--- src/rtl/frac_div_pkg.sv ---
package frac_div_pkg;
   function automatic bit is_pow2(input int unsigned v);
      return (v != 0) && ((v & (v - 1)) == 0);
   endfunction

   function automatic int unsigned cnt_width(input int unsigned v);
      return (v < 2) ? 1 : $clog2(v);
   endfunction
endpackage

--- src/rtl/frac_phase_acc.sv ---
module frac_phase_acc #(
   parameter int FW = 16
) (
   input  logic          clk,
   input  logic          clr,
   input  logic          step,
   input  logic [FW-1:0] frac,
   output logic          carry
);
   logic [FW-1:0] acc;
   logic [FW:0]   sum;

   assign sum   = {1'b0, acc} + {1'b0, frac};
   assign carry = sum[FW];

   always_ff @(posedge clk) begin
      if (clr)       acc <= '0;
      else if (step) acc <= sum[FW-1:0];
   end

   // a carry step leaves the phase below its previous value
   a_r3_carry_wraps: assert property (@(posedge clk) disable iff (clr)
      (step && carry) |=> (acc < $past(acc)));

   // after clearing, the phase is zero so no carry is possible
   a_r3_clear_zero: assert property (@(posedge clk)
      clr |=> (acc == '0));
endmodule

--- src/rtl/frac_period_gen.sv ---
module frac_period_gen #(
   parameter int LW = 17
) (
   input  logic          clk,
   input  logic          clr,
   input  logic          en,
   input  logic [LW-1:0] load_len,
   output logic          boundary,
   output logic          bclk,
   output logic          bclk_rise
);
   logic          running;
   logic [LW-1:0] cnt;
   logic [LW-1:0] len;
   logic [LW-1:0] half;
   logic [LW-1:0] cnt_inc;

   assign cnt_inc  = cnt + 1'b1;
   assign boundary = en && (!running || (cnt == len - 1'b1));

   always_ff @(posedge clk) begin
      if (clr) begin
         running   <= 1'b0;
         cnt       <= '0;
         len       <= '0;
         half      <= '0;
         bclk      <= 1'b0;
         bclk_rise <= 1'b0;
      end else if (boundary) begin
         running   <= 1'b1;
         cnt       <= '0;
         len       <= load_len;
         half      <= load_len >> 1;
         bclk      <= 1'b1;
         bclk_rise <= 1'b1;
      end else if (running) begin
         cnt       <= cnt_inc;
         bclk      <= (cnt_inc < half);
         bclk_rise <= 1'b0;
      end
   end

   // inside a period the count advances by one every cycle
   a_r4_contiguous: assert property (@(posedge clk) disable iff (clr)
      (running && !boundary) |=> (cnt == $past(cnt) + 1'b1));

   // the rise pulse always lands on a high bit clock
   a_r4_rise_high: assert property (@(posedge clk) disable iff (clr)
      bclk_rise |-> bclk);

   // a pulse never lasts two cycles, since every period has at least 2 cycles
   a_r4_rise_single: assert property (@(posedge clk) disable iff (clr)
      bclk_rise |=> !bclk_rise);
endmodule

--- src/rtl/frame_sync_gen.sv ---
module frame_sync_gen #(
   parameter int FRAME_LEN = 32
) (
   input  logic clk,
   input  logic clr,
   input  logic tick,
   output logic fsync
);
   import frac_div_pkg::*;

   localparam int FCW = cnt_width(FRAME_LEN);

   logic [FCW-1:0] fcnt;
   logic [FCW-1:0] fcnt_nxt;

   generate
      if (is_pow2(FRAME_LEN)) begin : g_wrap_natural
         assign fcnt_nxt = fcnt + 1'b1;
      end else begin : g_wrap_compare
         assign fcnt_nxt = (fcnt == FCW'(FRAME_LEN - 1)) ? '0 : fcnt + 1'b1;
      end
   endgenerate

   always_ff @(posedge clk) begin
      if (clr) begin
         fcnt  <= '0;
         fsync <= 1'b0;
      end else if (tick) begin
         fcnt  <= fcnt_nxt;
         fsync <= (fcnt == '0);
      end else begin
         fsync <= 1'b0;
      end
   end

   // a tick in mid-frame yields no frame pulse
   a_r5_mid_frame_quiet: assert property (@(posedge clk) disable iff (clr)
      (tick && (fcnt != '0)) |=> !fsync);

   // a frame pulse never lasts two cycles
   a_r5_fsync_single: assert property (@(posedge clk) disable iff (clr)
      fsync |=> !fsync);
endmodule

--- src/rtl/frac_clk_div.sv ---
module frac_clk_div #(
   parameter int IW        = 16,
   parameter int FW        = 16,
   parameter int FRAME_LEN = 32
) (
   input  logic          clk,
   input  logic          rst,
   input  logic          en,
   input  logic [IW-1:0] div_int,
   input  logic [FW-1:0] div_frac,
   output logic          bclk,
   output logic          bclk_rise,
   output logic          fsync
);
   localparam int LW = IW + 1;

   generate
      if (IW < 2) begin : g_bad_iw
         $error("frac_clk_div: IW must be at least 2");
      end
      if (FW < 1) begin : g_bad_fw
         $error("frac_clk_div: FW must be at least 1");
      end
      if (FRAME_LEN < 2) begin : g_bad_frame
         $error("frac_clk_div: FRAME_LEN must be at least 2");
      end
   endgenerate

   logic          clr;
   logic          boundary;
   logic          carry;
   logic [IW-1:0] n_eff;
   logic [LW-1:0] next_len;

   assign clr      = rst || !en;
   assign n_eff    = (div_int < IW'(2)) ? IW'(2) : div_int;
   assign next_len = {1'b0, n_eff} + LW'(carry);

   frac_phase_acc #(.FW(FW)) u_acc (
      .clk   (clk),
      .clr   (clr),
      .step  (boundary),
      .frac  (div_frac),
      .carry (carry)
   );

   frac_period_gen #(.LW(LW)) u_per (
      .clk       (clk),
      .clr       (clr),
      .en        (en),
      .load_len  (next_len),
      .boundary  (boundary),
      .bclk      (bclk),
      .bclk_rise (bclk_rise)
   );

   frame_sync_gen #(.FRAME_LEN(FRAME_LEN)) u_frm (
      .clk   (clk),
      .clr   (clr),
      .tick  (boundary),
      .fsync (fsync)
   );

   // the loaded length is the clamped integer part or one more than it
   a_r1_len_range: assert property (@(posedge clk) disable iff (clr)
      boundary |-> ((next_len == {1'b0, n_eff}) || (next_len == {1'b0, n_eff} + 1'b1)));

   // the clamped integer part is never below 2
   a_r9_min_two: assert property (@(posedge clk) disable iff (rst)
      en |-> (n_eff >= IW'(2)));

   // a frame pulse only comes with a period start
   a_r5_fsync_on_rise: assert property (@(posedge clk) disable iff (rst)
      fsync |-> bclk_rise);

   // once disabled, every output is low
   a_r8_disabled_quiet: assert property (@(posedge clk) disable iff (rst)
      !en |=> (!bclk && !bclk_rise && !fsync));
endmodule

--- config.mk ---
export PLATFORM = sky130hd
export DESIGN_NAME = frac_clk_div
export DESIGN_NICKNAME = d
export VERILOG_FILES = /design/src/rtl/frac_div_pkg.sv /design/src/rtl/frac_phase_acc.sv /design/src/rtl/frac_period_gen.sv /design/src/rtl/frame_sync_gen.sv /design/src/rtl/frac_clk_div.sv
export SDC_FILE = /design/constraint.sdc
export NUM_CORES = 1
export LEC_CHECK = 0
export BUFFER_PORTS_ARGS = -buffer_cell sky130_fd_sc_hd__buf_2
export CORE_ASPECT_RATIO = 0.75
export CORE_MARGIN = 2
export CORE_UTILIZATION = 25
export DETAILED_ROUTE_END_ITERATION = 10
export PLACE_DENSITY = 0.51
export SLEW_MARGIN = 20
export SYNTH_ARGS = -nofsm -noshare
export SYNTH_HDL_FRONTEND = slang
export SYNTH_SLANG_ARGS = --single-unit
--- constraint.sdc ---
create_clock -name clk -period 7.2 [get_ports clk]
set_input_delay 0 -clock clk [delete_from_list [all_inputs] [get_ports clk]]
set_output_delay 0 -clock clk [all_outputs]
set_load 0.05 [all_outputs]
* After elaboration in Yosys (flattened, before gate mapping) *
Cells that the tools add are included.

storage, ports and cells
  flip-flop bits (word level) = 75
  output and inout port bits = 3

cells by class
  reduce and logical (&&, ||, !) cells = 9
  add/subtract/negate cells = 5
  muxes and demuxes = 5
  bitwise logic cells = 1
  order comparisons = 2
  equal/unequal tests = 1

operator list
  operator                                                               number
  16-bit by 1-bit adder with 17-bit output                               1
  16-bit by 16-bit adder with 17-bit output                              1
  17-bit by 1-bit adder with 17-bit output, second input constant        1
  17-bit == test                                                         1
  17-bit by 16-bit < comparator with 1-bit output                        1
  17-bit by 1-bit subtractor with 17-bit output, second input constant   1
  16-bit by 2-bit < comparator with 1-bit output, second input constant  1
  16-bit two-way mux                                                     1
  5-bit by 1-bit adder with 5-bit output, second input constant          1
  5-bit logical NOT                                                      1
  1-bit two-way mux                                                      4
  2-bit OR reduction                                                     2
  1-bit logical NOT                                                      2
  1-bit logical OR                                                       2
  2-bit nonzero test                                                     1
  1-bit logical AND                                                      1
  1-bit inverter                                                         1

* Depth between registers and ports, before layout *
Gate-level depths: netlist (run 1).

  depth in word-level cells = 6
  mapped depth = 16
  gate-level depth less buffers = 16

* Modules after synthesis *
From an unflattened synthesis (run 1), not the netlist that was laid out.

unflattened totals
  cells, all modules = 578
  area, all modules = 4800.9 µm²

modules (own cells, without submodules)
  module           sequential area each (µm²)  area an instance (µm²)  cells each  times used
  frac_period_gen  740.7                       2796.4                  341         1
  frac_phase_acc   320.3                       1330.0                  158         1
  frac_clk_div     0.0                         386.6                   51          1
  frame_sync_gen   120.1                       287.8                   28          1

* Worst setup path before layout (run 1) *
Ideal clock, no wire load.

  path kind = reg-to-reg
  start point = reg u_acc.acc[0]
  end point = reg u_per.len[16]
  required time = 7.083 ns
  slack = 4.044 ns
  stages on the path, launching flop included = 17
  arrival = 3.039 ns
  path buffers = 0
  path through = dfxtp_1 -> ha_1 -> fa_1 -> a211oi_1 -> o21a_1 -> o21ai_0 -> nand3_1 -> a31oi_1 -> o21ai_0 -> nand2b_1 -> ha_1 -> ha_1 -> and3_1 -> nand3_1 -> nor3_1 -> and3_1 -> a22o_1

between the ends
  cells in the longest elaborated chain, start to end = 2

ends and longest elaborated chain
  what                                       RTL line               RTL
  start: declaration                         frac_phase_acc.sv:10   logic [FW-1:0] acc;
  start signal: assignment                   frac_phase_acc.sv:18   else if (step) acc <= sum[FW-1:0];
  16-bit by 16-bit adder with 17-bit output  frac_phase_acc.sv:13   assign sum = {1'b0, acc} + {1'b0, frac};
  16-bit by 1-bit adder with 17-bit output   frac_clk_div.sv:37     assign next_len = {1'b0, n_eff} + LW'(carry);
  end signal: assignment                     frac_period_gen.sv:32  len <= load_len;
  end: declaration                           frac_period_gen.sv:14  logic [LW-1:0] len;

Every way passes these cells.
A chain may end at the register's enable or synchronous reset.

* Final worst setup path (run 1) *
Ends and elaborated chain as after synthesis.

==> impl_metrics.tcl, run 1 <==
set metrics [dict create \
    status "complete, no violations" \
    antenna_cells 0 \
    crit_type "flop to flop" \
    grt_use_total_pct 12.2 \
    clk_latency_ps 330 \
    cts.clk_slew.worst_paths_ps 50 \
    cts_sinks 59 \
    clock_skew_ps 5.72 \
    power.density_nw_per_um2 199 \
    timing.setup.tns_ps 0 \
    yosysTopAreaCell "dfxtp_1" \
    drt-wirelength-per-cell_microns 14.2 \
    start_util_pct 25.5 \
    wl_met3_microns 437 \
    dp_slack_ps 3560 \
    drtPass1Iterations 4 \
    syn_inst 503 \
    ys_ff_latch 59 \
    syn-cell-area_sq_um 4280 \
    wl_met2_microns 4510 \
    cp_slowest_stage_delay_ps 430 \
    hold_class "primary input to flop" \
    rsz0062_at_grt "false" \
    maxCapViolCount 0 \
    num_io_pins 38 \
    ant_nets 0 \
    wl_microns 10600 \
    layout_min_cycle_time_ps 3670 \
    gp_congestion 0.906 \
    grt_remaining_overflow 0 \
    yosysMostFrequentCell "dfxtp_1" \
    num_rows 41 \
    utilization_pct 29.4 \
    die_area_sq_um 18200 \
    vias 3726 \
    ff2ff_setup_slack_ps 3530 \
    die_w_microns 155 \
    fill_cells 1777 \
    area_growth_pct 15.2 \
    grt_max_degree 38 \
    worstSetupEndpointType "flop" \
    synth_warnings 0 \
    post_cts_buffers 0 \
    top_layer_used "met4" \
    async_reset_ff_share_pct 0 \
    synth_edf_count 0 \
    arrival_ps 3890 \
    vias_per_cell 4.96 \
    cts_buffers 9 \
    cp.required_ps 7420 \
    synth_nets 576 \
    synthTopCellsByCount "dfxtp_1, ha_1, xnor2_1" \
    grt_pass1_vias 3524 \
    synth.distinct_cells 60 \
    path_common_cell "ha_1" \
    cts_htree_levels 3 \
    drtIter0Drc 215 \
    hpwl_microns 8120 \
    nets 604 \
    fin_crit_sh_pct 50.9 \
    worstPathCellList "ha_1 -> fa_1 -> a211oi_1 -> o21a_1 -> o21ai_0 -> nand3_1 -> a31oi_1 -> o21ai_0 -> nand2b_1 -> ha_1 -> ha_1 -> and3_1 -> nand3_1 -> nor3_1 -> and3_1 -> a22o_1" \
    dieHeight_microns 117 \
    ys_dominant_reg_cell "dfxtp_1" \
    synth_top_area_share_pct 27.6 \
    layout-drive-gt1-share_pct 11.6 \
    clock.fmax_mhz 273 \
    root_buffer "clkbuf_16" \
    finalSetupViolCount 0 \
    max-vdd-ir-drop_mv 0.0904 \
    drc 0 \
    layout_setup_ws_ps 3530 \
    cts.path.max_buffers 2 \
    grt_first_pass_wirelength_microns 18000 \
    worst_pin_slew_ps 697 \
    p_leak_nw 2.04 \
    relSlewSlack_pct 53.3 \
    antenna_found_initial 0 \
    cts-hold-fix-buffers 0 \
    cts.repair.resized 0 \
    maxSlewViolCount 0 \
    finalHoldViolations 0 \
    worstPathMaxFanout 5 \
    drt-met1-wl_microns 5600 \
    synth_area_leaders "dfxtp_1, ha_1, xnor2_1" \
    portBuffers 37 \
    core_sq_um 16800 \
    start_kind "flop" \
    cts_tree "done" \
    crit_slowest_cell "fa_1" \
    syn_avg_cell_area_sq_um 8.51 \
    yosysSeqAreaShare_pct 27.6 \
]
placed cells by master, fill, tap and decap left out, drive strengths merged, types with 3 or more instances in the layout:
cell | synthesis | final
a2111oi | 3 | 3
a211oi | 4 | 4
a21o | 5 | 5
a21oi | 16 | 16
a22o | 32 | 32
a31oi | 4 | 4
and2 | 15 | 15
and3 | 12 | 12
buf | 12 | 39
clkbuf | 10 | 10
clkinv | 1 | 5
dfxtp | 59 | 59
ha | 37 | 37
inv | 25 | 25
mux2i | 5 | 5
nand2 | 33 | 33
nand2b | 10 | 10
nand3 | 20 | 20
nand4 | 13 | 13
nor2 | 29 | 29
nor2b | 7 | 7
nor3 | 17 | 17
nor4 | 11 | 11
o211ai | 5 | 5
o21a | 3 | 3
o21ai | 14 | 14
o21bai | 3 | 3
or3 | 5 | 5
or4 | 4 | 4
xnor2 | 37 | 37
xor2 | 23 | 23
critical path, delay by kind of cell (launching register included):
kind / cells / cell delay, ps
AOI/OAI and AO/OA: 6 / 1150
adders and majority gates: 4 / 1120
and+or+nand+nor: 6 / 970
DFF: 1 / 310
metal layers:
layer  GRT usage [%]  up-vias
met5               0        -
met4            3.30        0
met3            3.14        8
met2            18.2       66
met1            17.5     1752
li1                -     1900
stage by stage:
stage / power, W / hold WS (ps) / instance area (sq um) / instances
2_1_floorplan: 0.000486 / 230 / 4280 / 503
3_3_place_gp: 0.000531 / 342 / 4620 / 735
3_5_place_dp: 0.000532 / 342 / 4620 / 735
4_1_cts: 0.000991 / 2.53 / 4930 / 751
5_1_grt: 0.00103 / 13.7 / 4930 / 751
6_report: 0.000981 / 12.4 / 4930 / 751
cell families (layout without fill, tap and decap cells):
family | after synthesis | after routing | share of synthesized area, %
compound gates | 108 | 108 | 18.8
simple gates | 184 | 184 | 23.1
fa+ha+maj | 38 | 38 | 11.3
buf+inv | 48 | 81 | 5.49
flops | 59 | 59 | 27.6
xor+xnor | 60 | 60 | 12.3
mux | 6 | 6 | 1.43
registers in the layout, summed over array words and instances (netlist names):
| name | count |
|---|---|
| u_per.running | 1 |
| u_per.cnt | 17 |
| u_frm.fsync | 1 |
| u_per.bclk | 1 |
| u_per.bclk_rise | 1 |
| u_per.len | 17 |
| u_frm.fcnt | 5 |
| u_acc.acc | 16 |
worst paths after layout:
check,from,endpoint,cells past startpoint
worst min-delay path,div_frac[0],u_acc.acc[0],3
worst max register to register,u_acc.acc[0],u_per.len[16],16
worst max-delay path,u_acc.acc[0],u_per.len[16],16
worst min register to register,u_acc.acc[8],u_acc.acc[8],1
area by class of cell:
type	count	area [sq um]	area share (%)
clock buffer	10	229	4.64
multi-input combinational	396	2880	58.3
sequential	59	1180	23.9
tap	215	269	5.45
timing repair buffer	39	200	4.06
inverter	26	97.6	1.98
clock inverter	6	80.1	1.62
power by group:
group / total, W / switching [W] / internal (W) / leakage (nW)
Sequential: 0.000353 / 0.0000138 / 0.000339 / 0.481
Clock: 0.000454 / 0.000153 / 0.000300 / 0.156
Combinational: 0.000174 / 0.0000978 / 0.0000761 / 1.41
Total: 0.000981 / 0.000265 / 0.000716 / 2.04
(Power assumes the default switching activity.)
==> run 2: changes to the inputs <==
--- a/config.mk
+++ b/config.mk
@@ -10,7 +10,7 @@
 export CORE_MARGIN = 2
 export CORE_UTILIZATION = 25
 export DETAILED_ROUTE_END_ITERATION = 10
-export PLACE_DENSITY = 0.51
+export PLACE_DENSITY = 0.52
 export SLEW_MARGIN = 20
 export SYNTH_ARGS = -nofsm -noshare
 export SYNTH_HDL_FRONTEND = slang
==> constraint.sdc (replaced) <==
create_clock -name clk -period 3.3 [get_ports clk]
set_input_delay 0 -clock clk [delete_from_list [all_inputs] [get_ports clk]]
set_output_delay 0 -clock clk [all_outputs]
set_load 0.05 [all_outputs]
==> impl_metrics.tcl, run 2 (synthesis gave the netlist of run 1 again) <==
set metrics [dict create \
    relSlewSlack_pct 69.0 \
    layout-drive-gt1-share_pct 17.6 \
    cts.path.max_buffers 2 \
    vias 3818 \
    layout_setup_ws_ps 236 \
    cts_tree "done" \
    core_sq_um 16800 \
    worstPathCellList "dlygate4sd3_1 -> buf_2 -> ha_1 -> fa_2 -> a211oi_2 -> o21a_1 -> o21ai_2 -> nand3_2 -> a31oi_1 -> o21ai_1 -> nand2b_1 -> ha_2 -> ha_1 -> and3_1 -> nand3_4 -> nor3_4 -> and3_1 -> a22o_1" \
    gp_congestion 0.892 \
    cp.depth 18 \
    r2r_start "u_per.len[1]" \
    cts_htree_levels 3 \
    dieHeight_microns 117 \
    worstPathBufferInverterCount 2 \
    wl_met3_microns 327 \
    nets 631 \
    start_kind "primary input" \
    utilization_pct 31.1 \
    grt_remaining_overflow 0 \
    startpoint "div_frac[0]" \
    mostFrequentLayoutCell "dfxtp_1" \
    cp_top_family "adder cells" \
    crit_type "primary input to flop" \
    cts_buffers 9 \
    clock_skew_ps 11.4 \
    max-vdd-ir-drop_mv 0.235 \
    finalSetupViolCount 0 \
    dp.cells 761 \
    hold_path_depth 3 \
    hpwl_microns 8680 \
    die_w_microns 155 \
    start_util_pct 25.5 \
    antenna_found_initial 0 \
    reg2reg_depth 10 \
    clk_latency_ps 330 \
    grt_use_total_pct 12.6 \
    ff2ff_setup_slack_ps 250 \
    worstPathMaxFanout 5 \
    top_layer_used "met4" \
    num_io_pins 38 \
    grt_max_degree 36 \
    timing.setup.tns_ps 0 \
    holdPathEnd "u_per.len[15]" \
    fin_total_pwr_w 0.00208 \
    grt_first_pass_wirelength_microns 18600 \
    num_rows 41 \
    grt_pass1_vias 3736 \
    crit_slowest_cell "dlygate4sd3_1" \
    mostFrequentLayoutCells "dfxtp_1, xnor2_1, buf_2, ha_1, nand2_1" \
    arrival_ps 3280 \
    antenna_cells 0 \
    worst_pin_slew_ps 462 \
    fill_cells 1735 \
    drc 0 \
    cp.required_ps 3510 \
    portBuffers 37 \
    hold_class "primary input to flop" \
    p_leak_nw 2.19 \
    worstSetupEndpointType "flop" \
    cts.clk_slew.worst_paths_ps 50 \
    r2r-end "u_frm.fcnt[0]" \
    ant_nets 0 \
    maxCapViolCount 0 \
    stdcell_count 777 \
    status "complete, no violations" \
    cts_sinks 59 \
    clock.fmax_mhz 326 \
    dp_slack_ps -117 \
    root_buffer "clkbuf_16" \
    die_area_sq_um 18200 \
    vias_per_cell 4.91 \
    post_cts_buffers 0 \
    biggestRegsByFlops "u_per.cnt (17), u_per.len (17), u_acc.acc (16)" \
    maxSlewViolCount 0 \
    drt-wirelength-per-cell_microns 14.4 \
    drtPass1Iterations 4 \
    wl_microns 11200 \
    drtIter0Drc 173 \
    hp-start "div_int[15]" \
    drt-met1-wl_microns 5880 \
    wl_met2_microns 4950 \
    area_growth_pct 21.7 \
    fin_crit_sh_pct 92.8 \
    layout_min_cycle_time_ps 3060 \
    cp_slowest_stage_delay_ps 530 \
    finalHoldViolations 0 \
    power.density_nw_per_um2 398 \
]
-- run 2: cell types whose count changed in the layout (fill, tap and decap cells not counted), sizes merged --
cell and change:
clkbuf +3, buf +26, dlygate4sd3 +1, bufinv -2, clkinv -2
-- run 2: cell type report --
class	instances	area [sq um]	area share, %
timing repair buffer	66	443	8.50
multi-input combinational	396	2940	56.4
clock buffer	13	270	5.19
inverter	26	97.6	1.87
sequential	59	1180	22.7
tap	215	269	5.16
clock inverter	2	10.0	0.192
-- run 2: report_power, final --
group,total [W],internal (W),switching [W]
sequential,0.000768,0.000741,0.0000270
clock,0.000881,0.000562,0.000319
combinational,0.000426,0.000195,0.000231
-- run 2: worst max-delay path by stage --
stage / to
after floorplan: u_per.len[16]
after global placement: u_per.len[16]
after detailed placement: u_per.len[16]
after CTS: u_per.len[16]
after global routing: u_per.len[14]
final: u_per.len[16]
-- run 2: routing by layer --
layer / global-route usage, % / vias to the layer above
met5: 0 / -
met4: 3.18 / 0
met3: 2.92 / 4
met2: 19.0 / 47
met1: 18.2 / 1827
li1: - / 1940
-- run 2: timing repair --
item,in CTS,in global routing
pin swaps,2,4
hold buffers,1,0
resized for setup,5,12
endpoints found under the hold margin,1,0
cloned,0,0
endpoints found under the setup margin,7,43
-- run 2: worst reg2reg max path, delay by kind of cell, from the launching register on --
family | cells | cell delay [ps]
adder cells (fa/ha/maj) | 1 | 250
multiplexers | 1 | 290
AO/OA/AOI/OAI | 1 | 290
buffers and inverters | 2 | 240
AND/OR/NAND/NOR | 5 | 1570
flip-flops | 1 | 300
-- run 2: metrics by stage --
step | hold slack, ps | cell area (sq um)
finish | 65.4 | 5210
global route | 81.8 | 5210
CTS | 55.0 | 5160
detailed placement | 350 | 4860
global placement | 343 | 4860
floorplan | 230 | 4280
